File: config.mk
export PLATFORM = sky130hd
export DESIGN_NAME = txen_seq
export DESIGN_NICKNAME = d
export VERILOG_FILES = /design/src/rtl/txen_pkg.sv /design/src/rtl/txen_lock_timer.sv /design/src/rtl/txen_step_hs.sv /design/src/rtl/txen_mask_gen.sv /design/src/rtl/txen_seq_fsm.sv /design/src/rtl/txen_seq.sv
export SDC_FILE = /design/constraint.sdc
export NUM_CORES = 1
export LEC_CHECK = 0
export ABC_AREA = 1
export BUFFER_PORTS_ARGS = -buffer_cell sky130_fd_sc_hd__buf_2
export CAP_MARGIN = 10
export CORE_ASPECT_RATIO = 1.1
export CORE_MARGIN = 2
export CORE_UTILIZATION = 25
export CTS_BUF_LIST = sky130_fd_sc_hd__clkbuf_4
export DETAILED_ROUTE_END_ITERATION = 8
export PLACE_DENSITY = 0.41
export SYNTH_ARGS = -nofsm -noshare
export SYNTH_HDL_FRONTEND = slang
export SYNTH_SLANG_ARGS = --single-unit
File: constraint.sdc
create_clock -name clk -period 2.42 [get_ports clk]
set_input_delay 0.242 -clock clk [delete_from_list [all_inputs] [get_ports clk]]
set_output_delay 0.242 -clock clk [all_outputs]
set_load 0.01 [all_outputs]
File: src/rtl/txen_pkg.sv
package txen_pkg;

  typedef enum logic [2:0] {
    ST_IDLE, ST_LOCKWAIT, ST_HIDDEN, ST_BRINGUP, ST_RUN, ST_RESYNC
  } seq_state_e;

  typedef enum logic [1:0] {
    BP_RELEASE, BP_INIT, BP_AUTO
  } bring_ph_e;

  typedef enum logic {
    RP_TSALIGN, RP_DAC
  } resync_ph_e;

  typedef enum logic [1:0] {
    MASK_NONE, MASK_HIDE, MASK_ALL
  } mask_mode_e;

  typedef enum logic [2:0] {
    STEP_NONE, STEP_INIT, STEP_AUTO, STEP_TSALIGN, STEP_RESYNC
  } step_kind_e;

endpackage

File: src/rtl/txen_lock_timer.sv
module txen_lock_timer #(
  parameter int LOCK_CYC = 75000,
  localparam int CNT_W = $clog2(LOCK_CYC + 1)
) (
  input  logic clk,
  input  logic rst_n,
  input  logic run_i,
  output logic expire_o
);

  logic [CNT_W-1:0] cnt_q, cnt_d;

  always_comb begin
    cnt_d = run_i ? cnt_q + 1'b1 : '0;
  end

  always_ff @(posedge clk or negedge rst_n) begin
    if (!rst_n) cnt_q <= '0;
    else        cnt_q <= cnt_d;
  end

  assign expire_o = run_i && (cnt_q == CNT_W'(LOCK_CYC - 1));

endmodule

File: src/rtl/txen_step_hs.sv
module txen_step_hs (
  input  logic clk,
  input  logic rst_n,
  input  logic go_i,
  input  logic done_i,
  input  logic err_i,
  output logic req_o,
  output logic ok_o,
  output logic fail_o
);

  logic pend_q, pend_d;

  assign req_o  = go_i && !pend_q;
  assign fail_o = go_i && pend_q && err_i;
  assign ok_o   = go_i && pend_q && done_i && !err_i;

  always_comb begin
    if (!go_i)                       pend_d = 1'b0;
    else if (req_o)                  pend_d = 1'b1;
    else if (pend_q && (done_i || err_i)) pend_d = 1'b0;
    else                             pend_d = pend_q;
  end

  always_ff @(posedge clk or negedge rst_n) begin
    if (!rst_n) pend_q <= 1'b0;
    else        pend_q <= pend_d;
  end

  // a request never lasts more than one cycle
  a_r11_single_pulse: assert property (@(posedge clk) disable iff (!rst_n)
    req_o |=> !req_o);

  // a completion is only ever reported for an issued step
  a_r11_no_orphan_done: assert property (@(posedge clk) disable iff (!rst_n)
    req_o |-> !(ok_o || fail_o));

endmodule

File: src/rtl/txen_mask_gen.sv
module txen_mask_gen
  import txen_pkg::*;
#(
  parameter int LANES = 4
) (
  input  mask_mode_e       mode_i,
  output logic [LANES-1:0] mask_o
);

  for (genvar g = 0; g < LANES; g++) begin : g_lane
    if (g == 0) begin : g_hidden_lane
      assign mask_o[g] = (mode_i == MASK_ALL);
    end else begin : g_plain_lane
      assign mask_o[g] = (mode_i == MASK_ALL) || (mode_i == MASK_HIDE);
    end
  end

endmodule

File: src/rtl/txen_seq_fsm.sv
module txen_seq_fsm
  import txen_pkg::*;
#(
  parameter bit HAS_SYNC = 1'b1,
  parameter int DACS     = 3,
  localparam int DIDX_W  = (DACS > 1) ? $clog2(DACS) : 1
) (
  input  logic              clk,
  input  logic              rst_n,
  input  logic              clk_stable_i,
  input  logic              link_up_i,
  input  logic              rep_up_i,
  input  logic              ts_load_i,
  input  logic              lock_done_i,
  input  logic              ok_i,
  input  logic              fail_i,
  output logic              lock_run_o,
  output logic              go_o,
  output step_kind_e        kind_o,
  output logic [DIDX_W-1:0] idx_o,
  output mask_mode_e        mask_mode_o,
  output logic              jesd_rst_o,
  output logic              align_err_o,
  output logic              resync_err_o
);

  localparam logic [DIDX_W-1:0] LAST_IDX = DIDX_W'(DACS - 1);

  seq_state_e        st_q, st_d;
  bring_ph_e         bph_q, bph_d;
  resync_ph_e        rph_q, rph_d;
  logic [DIDX_W-1:0] idx_q, idx_d;
  logic              unhid_q, unhid_d;
  logic              jon_q, jon_d;
  logic              prev_q, prev_d;
  logic              aerr_q, aerr_d;
  logic              rerr_q, rerr_d;
  logic              active;
  logic              rise;

  assign active = (st_q == ST_RUN) || (st_q == ST_BRINGUP) || (st_q == ST_RESYNC);
  assign rise   = (st_q == ST_RUN) && rep_up_i && !prev_q;

  always_comb begin
    st_d    = st_q;
    bph_d   = bph_q;
    rph_d   = rph_q;
    idx_d   = idx_q;
    unhid_d = unhid_q;
    jon_d   = jon_q;
    aerr_d  = aerr_q;
    rerr_d  = rerr_q;
    prev_d  = active ? rep_up_i : 1'b0;
    unique case (st_q)
      ST_IDLE: begin
        if (clk_stable_i) st_d = ST_LOCKWAIT;
      end
      ST_LOCKWAIT: begin
        if (lock_done_i) begin
          if (HAS_SYNC) begin
            st_d = ST_HIDDEN;
          end else begin
            st_d    = ST_RUN;
            unhid_d = 1'b1;
          end
        end
      end
      ST_HIDDEN: begin
        unhid_d = 1'b0;
        jon_d   = 1'b0;
        if (link_up_i) st_d = ST_RUN;
      end
      ST_RUN: begin
        if (HAS_SYNC) begin
          if (!link_up_i) begin
            st_d = ST_HIDDEN; jon_d = 1'b0; unhid_d = 1'b0;
          end else if (rise) begin
            st_d  = ST_BRINGUP;
            bph_d = BP_RELEASE;
            jon_d = 1'b1;
          end else if (ts_load_i) begin
            st_d   = ST_RESYNC;
            rph_d  = RP_TSALIGN;
            idx_d  = '0;
            aerr_d = 1'b0;
            rerr_d = 1'b0;
          end
        end
      end
      ST_BRINGUP: begin
        if (!link_up_i) begin
          st_d = ST_HIDDEN; jon_d = 1'b0; unhid_d = 1'b0;
        end else begin
          unique case (bph_q)
            BP_RELEASE: bph_d = BP_INIT;
            BP_INIT:    if (ok_i || fail_i) bph_d = BP_AUTO;
            BP_AUTO: begin
              if (ok_i || fail_i) begin
                unhid_d = 1'b1;
                st_d    = ST_RUN;
              end
            end
            default:    bph_d = BP_RELEASE;
          endcase
        end
      end
      ST_RESYNC: begin
        if (!link_up_i) begin
          st_d = ST_HIDDEN; jon_d = 1'b0; unhid_d = 1'b0;
        end else if (rph_q == RP_TSALIGN) begin
          if (fail_i) begin
            aerr_d = 1'b1;
            rph_d  = RP_DAC;
          end else if (ok_i) begin
            rph_d  = RP_DAC;
          end
        end else begin
          if (fail_i) begin
            rerr_d = 1'b1;
            st_d   = ST_RUN;
          end else if (ok_i) begin
            if (idx_q == LAST_IDX) st_d = ST_RUN;
            else                   idx_d = idx_q + 1'b1;
          end
        end
      end
      default: st_d = ST_IDLE;
    endcase
  end

  always_ff @(posedge clk or negedge rst_n) begin
    if (!rst_n) begin
      st_q    <= ST_IDLE;
      bph_q   <= BP_RELEASE;
      rph_q   <= RP_TSALIGN;
      idx_q   <= '0;
      unhid_q <= 1'b0;
      jon_q   <= 1'b0;
      prev_q  <= 1'b0;
      aerr_q  <= 1'b0;
      rerr_q  <= 1'b0;
    end else begin
      st_q    <= st_d;
      bph_q   <= bph_d;
      rph_q   <= rph_d;
      idx_q   <= idx_d;
      unhid_q <= unhid_d;
      jon_q   <= jon_d;
      prev_q  <= prev_d;
      aerr_q  <= aerr_d;
      rerr_q  <= rerr_d;
    end
  end

  always_comb begin
    go_o   = 1'b0;
    kind_o = STEP_NONE;
    if (link_up_i) begin
      if (st_q == ST_BRINGUP && bph_q != BP_RELEASE) begin
        go_o   = 1'b1;
        kind_o = (bph_q == BP_INIT) ? STEP_INIT : STEP_AUTO;
      end else if (st_q == ST_RESYNC) begin
        go_o   = 1'b1;
        kind_o = (rph_q == RP_TSALIGN) ? STEP_TSALIGN : STEP_RESYNC;
      end
    end
  end

  always_comb begin
    if (st_q == ST_IDLE || st_q == ST_LOCKWAIT) mask_mode_o = MASK_NONE;
    else if (unhid_q)                           mask_mode_o = MASK_ALL;
    else                                        mask_mode_o = MASK_HIDE;
  end

  assign lock_run_o   = (st_q == ST_LOCKWAIT);
  assign idx_o        = idx_q;
  assign jesd_rst_o   = !jon_q;
  assign align_err_o  = aerr_q;
  assign resync_err_o = rerr_q;

  // a failed resync step ends the sequence with the flag raised
  a_r10_abort_on_fail: assert property (@(posedge clk) disable iff (!rst_n)
    (st_q == ST_RESYNC && rph_q == RP_DAC && link_up_i && fail_i)
      |=> (st_q == ST_RUN && rerr_q));

  // bring-up starts only from a low-to-high repeater transition
  a_r7_edge_only: assert property (@(posedge clk) disable iff (!rst_n)
    (st_q == ST_RUN && prev_q) |=> (st_q != ST_BRINGUP));

endmodule

File: src/rtl/txen_seq.sv
module txen_seq
  import txen_pkg::*;
#(
  parameter int  LANES    = 4,
  parameter int  DACS     = 3,
  parameter int  CLK_HZ   = 50_000_000,
  parameter int  LOCK_US  = 1500,
  parameter bit  HAS_SYNC = 1'b1,
  localparam int DIDX_W   = (DACS > 1) ? $clog2(DACS) : 1
) (
  input  logic              clk,
  input  logic              rst_n,
  input  logic              clk_stable_i,
  input  logic              link_rx_up_i,
  input  logic              rep0_up_i,
  input  logic              ts_load_i,
  input  logic              step_done_i,
  input  logic              step_err_i,
  output logic [LANES-1:0]  tx_en_o,
  output logic              jesd_rst_o,
  output logic              dac_init_req_o,
  output logic              sysref_auto_req_o,
  output logic              sysref_ts_req_o,
  output logic              resync_req_o,
  output logic [DIDX_W-1:0] resync_idx_o,
  output logic              align_err_o,
  output logic              resync_err_o
);

  localparam int LOCK_CYC = (CLK_HZ / 1_000_000) * LOCK_US;

  logic       lock_run, lock_done;
  logic       go, req, ok, fail;
  step_kind_e kind;
  mask_mode_e mode;

  txen_lock_timer #(.LOCK_CYC(LOCK_CYC)) u_timer (
    .clk      (clk),
    .rst_n    (rst_n),
    .run_i    (lock_run),
    .expire_o (lock_done)
  );

  txen_step_hs u_hs (
    .clk    (clk),
    .rst_n  (rst_n),
    .go_i   (go),
    .done_i (step_done_i),
    .err_i  (step_err_i),
    .req_o  (req),
    .ok_o   (ok),
    .fail_o (fail)
  );

  txen_seq_fsm #(.HAS_SYNC(HAS_SYNC), .DACS(DACS)) u_fsm (
    .clk          (clk),
    .rst_n        (rst_n),
    .clk_stable_i (clk_stable_i),
    .link_up_i    (link_rx_up_i),
    .rep_up_i     (rep0_up_i),
    .ts_load_i    (ts_load_i),
    .lock_done_i  (lock_done),
    .ok_i         (ok),
    .fail_i       (fail),
    .lock_run_o   (lock_run),
    .go_o         (go),
    .kind_o       (kind),
    .idx_o        (resync_idx_o),
    .mask_mode_o  (mode),
    .jesd_rst_o   (jesd_rst_o),
    .align_err_o  (align_err_o),
    .resync_err_o (resync_err_o)
  );

  txen_mask_gen #(.LANES(LANES)) u_mask (
    .mode_i (mode),
    .mask_o (tx_en_o)
  );

  assign dac_init_req_o    = req && (kind == STEP_INIT);
  assign sysref_auto_req_o = req && (kind == STEP_AUTO);
  assign sysref_ts_req_o   = req && (kind == STEP_TSALIGN);
  assign resync_req_o      = req && (kind == STEP_RESYNC);

  // never two requests in one cycle
  a_r11_one_request: assert property (@(posedge clk) disable iff (!rst_n)
    $onehot0({dac_init_req_o, sysref_auto_req_o, sysref_ts_req_o, resync_req_o}));

  // all lanes dark while waiting for lock
  a_r2_dark_in_lock: assert property (@(posedge clk) disable iff (!rst_n)
    lock_run |-> (tx_en_o == '0));

  // the framing core is out of reset whenever converter init is requested
  a_r5_release_first: assert property (@(posedge clk) disable iff (!rst_n)
    dac_init_req_o |-> !jesd_rst_o);

  if (HAS_SYNC) begin : g_sync_checks
    // a dropped receive link hides lane 0 in the next cycle
    a_r12_hide_on_drop: assert property (@(posedge clk) disable iff (!rst_n)
      !link_rx_up_i |=> !tx_en_o[0]);
    // a dropped receive link puts the framing core back in reset
    a_r12_reset_on_drop: assert property (@(posedge clk) disable iff (!rst_n)
      !link_rx_up_i |=> jesd_rst_o);
  end

endmodule

[After elaboration in Yosys (flattened, before gate mapping)]
Cells that the tools add are included.
Widths: inputs -> output; s select.
Operators by class
  $add $sub $neg: 2
  equality and inequality tests: 42
  multiplexer cells: 68
  reductions and logical operators: 41
Operators by type and width (number)
  $mux 3: 18
  $mux 2: 15
  $ne 2x2->1 const B: 14
  $mux 1: 25
  $pmux 3 s6: 1
  $reduce_and 9->1: 2
  $add 17x1->17 const B: 1
  $eq 17x17->1 const B: 1
  $mux 17: 1
  $logic_and 1x1->1: 14
  $reduce_and 7->1: 2
  $eq 3x2->1 const B: 4
  $ne 3x3->1 const B: 4
  $eq 3x3->1 const B: 3
  $ne 2x1->1 const B: 4
  $ne 4x2->1 const B: 2
  $pmux 2 s2: 2
  $eq 2x2->1 const B: 3
  $eq 3x1->1 const B: 2
  $logic_or 1x1->1: 6
  $ne 3x2->1 const B: 2
  $pmux 1 s2: 3
  $pmux 1 s3: 2
  $pmux 2 s3: 1
  13 further kinds: 21
Word-level totals
  register bits: 31
  input port bits: 8
  output and inout port bits: 13
  word-level logic and storage cells: 164

[Logic depth before layout (Yosys ltp)]
  word-level depth: 12
  depth in mapped cells: 12
  gate-level depth less buffers: 12

[Cells and area by module]
From an unflattened synthesis, not the netlist that was laid out.
Second synthesis, totals
  cells, all modules: 317
  area total of the unflattened synthesis: 2120.8 um^2
Modules (own cells, without submodules)
  txen_seq_fsm: instances 1, cells an instance 148, area an instance 999.7 um^2, sequential area each 325.3 um^2
  txen_lock_timer: instances 1, cells an instance 139, area an instance 970.9 um^2, sequential area each 425.4 um^2
  txen_step_hs: instances 1, cells an instance 12, area an instance 66.3 um^2, sequential area each 25.0 um^2
  txen_seq: instances 1, cells an instance 13, area an instance 48.8 um^2, sequential area each 0.0 um^2
  txen_mask_gen: instances 1, cells an instance 5, area an instance 35.0 um^2, sequential area each 0.0 um^2

[Worst setup path after synthesis]
OpenSTA, ideal clock, no wires.
  path type: register to output
  start point: register u_fsm.st_q[2]
  end point: output sysref_ts_req_o
  arrival time: 1318 ps
  data required time: 2178 ps
  setup slack: 860 ps
  stages on the path, launching flop included: 8
  path buffers: 1
  path through: dfrtp_1 > buf_2 > nand3_2 > inv_4 > nand2_4 > nand2_4 > nand2_1 > nor3_1
Between the ends
  cells in the longest elaborated chain, start to end: 6
  elaborated cells between the ends (all ways): 12
  those cells by class: eq/ne (3); mux (6); reduce/logical (3)
Ends and longest elaborated chain
  start: declaration: line txen_seq_fsm.sv:29  | seq_state_e st_q, st_d;
  start signal: assignment: line txen_seq_fsm.sv:143  | st_q <= st_d;
  $eq 3x3->1 or $eq 3x2->1 (tied branches): line txen_seq_fsm.sv:162, txen_seq_fsm.sv:159
  $mux 3, or another cell as far along: line txen_seq_fsm.sv:162  | end else if (st_q == ST_RESYNC) begin
  $mux 3 or $mux 1 (tied branches): line txen_seq_fsm.sv:159  | if (st_q == ST_BRINGUP && bph_q != BP_RELEASE) begin
  $mux 3 or $mux 1 (tied branches): line txen_seq_fsm.sv:158  | if (link_up_i) begin
  $eq 3x2->1 or $logic_and 1x1->1 (tied branches): line txen_seq.sv:82, txen_step_hs.sv:14
  $logic_and 1x1->1 *: line txen_seq.sv:82  | assign sysref_ts_req_o = req && (kind == STEP_TSALIGN);
  end: declaration: line txen_seq.sv:23  | output logic sysref_ts_req_o,
Mark *: on every way between the ends. The rest lies on a longest branch, timed or not.

[Final worst setup path]
Ends and elaborated chain as after synthesis.

==> impl_metrics.py <==
metrics = {
    "setup_path": {
        "worstSetupEndpointType": "output port",
        "startpoint_type": "flop",
        "rr_endpoint": "u_fsm.st_q[1]",
        "setup.reg_to_reg.worst_slack_ps": 580,
        "worstSetupPathType": "reg2out",
        "cp_max_fo": 10,
        "cp.required_ps": 2180,
        "slowest_stage": "dfrtp_1",
        "worstPathArrival_ps": 1910,
        "worstPathCellList": "nand3_2 -> inv_4 -> nand2_4 -> nand2_4 -> nand2_1 -> nor3_1 -> buf_2",
        "slowest_delay_ps": 620,
        "crit_path_frequent_cell": "nand2_4",
        "r2r_start": "u_fsm.st_q[2]",
        "r2r_cells": 11,
    },
    "route": {
        "drt_iter0_markers": 42,
        "drc": 0,
        "finalWirelength_mm": 4.86,
        "ant_nets": 0,
        "first_pass_iters": 4,
        "wl_per_cell_um": 12.5,
        "viasPerCell": 4.51,
        "via_count": 1757,
    },
    "final_layout": {
        "layout_common_cells": "52 x nand2_1, 39 x nor2_1, 31 x dfrtp_1",
        "diodes": 0,
        "fin_cells": 390,
        "fillerInstances": 854,
        "syn_to_final_growth_pct": 13.7,
        "layout.nets": 298,
        "final-seq-area_um2": 776,
        "layout-drive-gt1-share_pct": 17.9,
        "multiInputGateArea_um2": 1020,
        "final_common_cell": "nand2_1",
    },
    "logic_synthesis": {
        "syn_inst": 260,
        "ys_types": 36,
        "yosysWarnings": 0,
        "synthArstFlopShare_pct": 100,
        "netlist_area_um2": 1960,
        "yosys_register_bits": 31,
        "yosysSeqAreaShare_pct": 39.6,
        "avgSynthCellArea_um2": 7.53,
        "syn_nets": 274,
        "synth-edff-count": 0,
        "synth_ff_type": "dfrtp_1",
    },
    "global_route": {
        "grt_pass1_vias": 1768,
        "antenna_found_initial": 0,
        "track_usage_pct": 12.3,
        "grt_max_degree": 32,
        "grt_first_pass_wirelength_mm": 8.40,
        "overflow": 0,
    },
    "pwr": {
        "leakage_nw": 1.02,
        "power_density_nw_per_um2": 815,
        "p_total_mw": 1.81,
        "irDropWorstVdd_v": 0.000347,
    },
    "sta": {
        "setup_viol": 0,
        "fin_crit_sh_pct": 88.9,
        "max_freq_ghz": 0.465,
        "skew_ps": 13.9,
        "drv_slew": 0,
        "worst_pin_slew_ps": 747,
        "finalSetupTns_ps": 0,
        "whs_ps": 140,
        "setup_ws_ps": 270,
        "period_needed_ps": 2150,
        "slew_headroom_pct": 50.2,
        "rsz0062_at_grt": "false",
        "final_hold_viol_count": 0,
    },
    "floorplanning": {
        "core_um2": 7510,
        "dieHeight_um": 96.8,
        "io_pins": 21,
        "die_x_um": 88.4,
        "initial_utilization_pct": 26.0,
        "fp-row-count": 33,
        "dieArea_um2": 8550,
    },
    "status": {
        "status": "finished clean",
    },
    "clock_network": {
        "clock_path_buffers": 2,
        "cts-resized-gates": 0,
        "clkTransAtPathRegs_ps": 120,
        "numCtsBuffers": 5,
        "clkSinkCount": 31,
        "insertion_delay_ps": 340,
        "h-tree-depth": 2,
        "cts_tree": "done",
        "root_buffer": "clkbuf_4",
    },
    "worst_hold_path": {
        "hp-start": "rep0_up_i",
        "hold_path.class": "in2reg",
        "min_to": "u_fsm.prev_q",
        "hold_depth": 3,
    },
    "placement": {
        "io_buffer_count": 20,
        "gp_congestion": 0.791,
        "pre_cts_ws_ps": 590,
        "dpl.hpwl_mm": 3.67,
        "place_inst": 381,
    },
    "job": {
        "drv_cap": 0,
    },
}
synth_stat cells (2+ instances only):
cell type | instances | area, um2
buf_2 | 2 | 10.0
nor2_1 | 39 | 146
inv_1 | 27 | 101
nand2_1 | 52 | 195
nor2_4 | 3 | 33.8
nand3b_1 | 2 | 15.0
o21ai_0 | 9 | 45.0
a31oi_1 | 2 | 12.5
nor3_1 | 10 | 50.1
inv_2 | 7 | 26.3
nor2_2 | 2 | 12.5
buf_4 | 2 | 15.0
nand3_1 | 12 | 60.1
o21ai_1 | 9 | 45.0
dfrtp_1 | 31 | 776
nand4_1 | 6 | 37.5
ha_1 | 6 | 75.1
nand3_2 | 2 | 20.0
nand2_2 | 3 | 18.8
o2111ai_1 | 2 | 17.5
inv_4 | 2 | 12.5
xor2_1 | 3 | 26.3
a21oi_1 | 12 | 60.1
nand2_4 | 3 | 33.8
cell families after synthesis:
| family | synth area share, % |
|---|---|
| compound gates | 12.0 |
| xor+xnor | 1.34 |
| fa+ha+maj | 3.84 |
| buf+inv | 8.44 |
| flops | 39.6 |
| simple gates | 34.7 |
per-layer routing:
metal	up-vias	routed length [um]	GRT usage (%)
met5	-	0	0
met4	0	50	3.26
met3	4	196	2.39
met2	41	2390	20.6
met1	815	2220	16.0
li1	897	-	-
area by class of cell:
type	instances	share of cell area, %
repair buffers	21	4.95
clock buffers	5	1.69
inverters	36	6.30
clock inverters	3	0.675
flip-flops and latches	31	34.9
well taps	105	5.90
multi-input cells	189	45.6
flip-flops by register name, summed over array words and instances (netlist names):
| register | cells |
|---|---|
| u_timer.cnt_q | 17 |
| u_fsm.st_q | 3 |
| u_fsm.bph_q | 2 |
| u_fsm.jon_q | 1 |
| u_fsm.idx_o | 2 |
| u_fsm.resync_err_o | 1 |
| u_hs.pend_q | 1 |
| u_fsm.unhid_q | 1 |
| u_fsm.prev_q | 1 |
| u_fsm.rph_q | 1 |
| u_fsm.align_err_o | 1 |
metrics by stage:
stage,instance area (um2),utilization (%)
4_1_cts,2230,29.6
3_3_place_gp,2160,28.8
6_report,2230,29.6
5_1_grt,2230,29.6
3_5_place_dp,2160,28.8
2_1_floorplan,1960,-
critical path, delay by kind of cell, from the launching register on:
family / cells / cell delay, ps
buf+inv: 2 / 300
simple gates: 5 / 630
flops: 1 / 620
worst max path at each step:
stage / start / endpoint / slack, ps / depth (start not counted)
2_1_floorplan: u_fsm.st_q[2] / sysref_ts_req_o / 860 / 7
3_3_place_gp: u_fsm.st_q[1] / u_fsm.st_q[1] / 620 / 7
3_5_place_dp: u_fsm.st_q[2] / u_fsm.st_q[1] / 590 / 11
4_1_cts: u_fsm.st_q[2] / sysref_ts_req_o / 230 / 7
5_1_grt: u_fsm.st_q[2] / sysref_ts_req_o / 80 / 7
6_report: u_fsm.st_q[2] / sysref_ts_req_o / 270 / 7
timing repair:
action	CTS	global route
hold endpoints to repair	31	0
hold buffers	1	0
setup buffers	0	0
setup endpoints to repair	0	0
power breakdown:
group          switching, mW  internal [mW]  total (mW)
combinational          0.521          0.268       0.789
sequential             0.101          0.608       0.709
clock                  0.210          0.107       0.317
total                  0.832          0.983        1.81
Note: power is estimated with default switching activity, not from simulation.
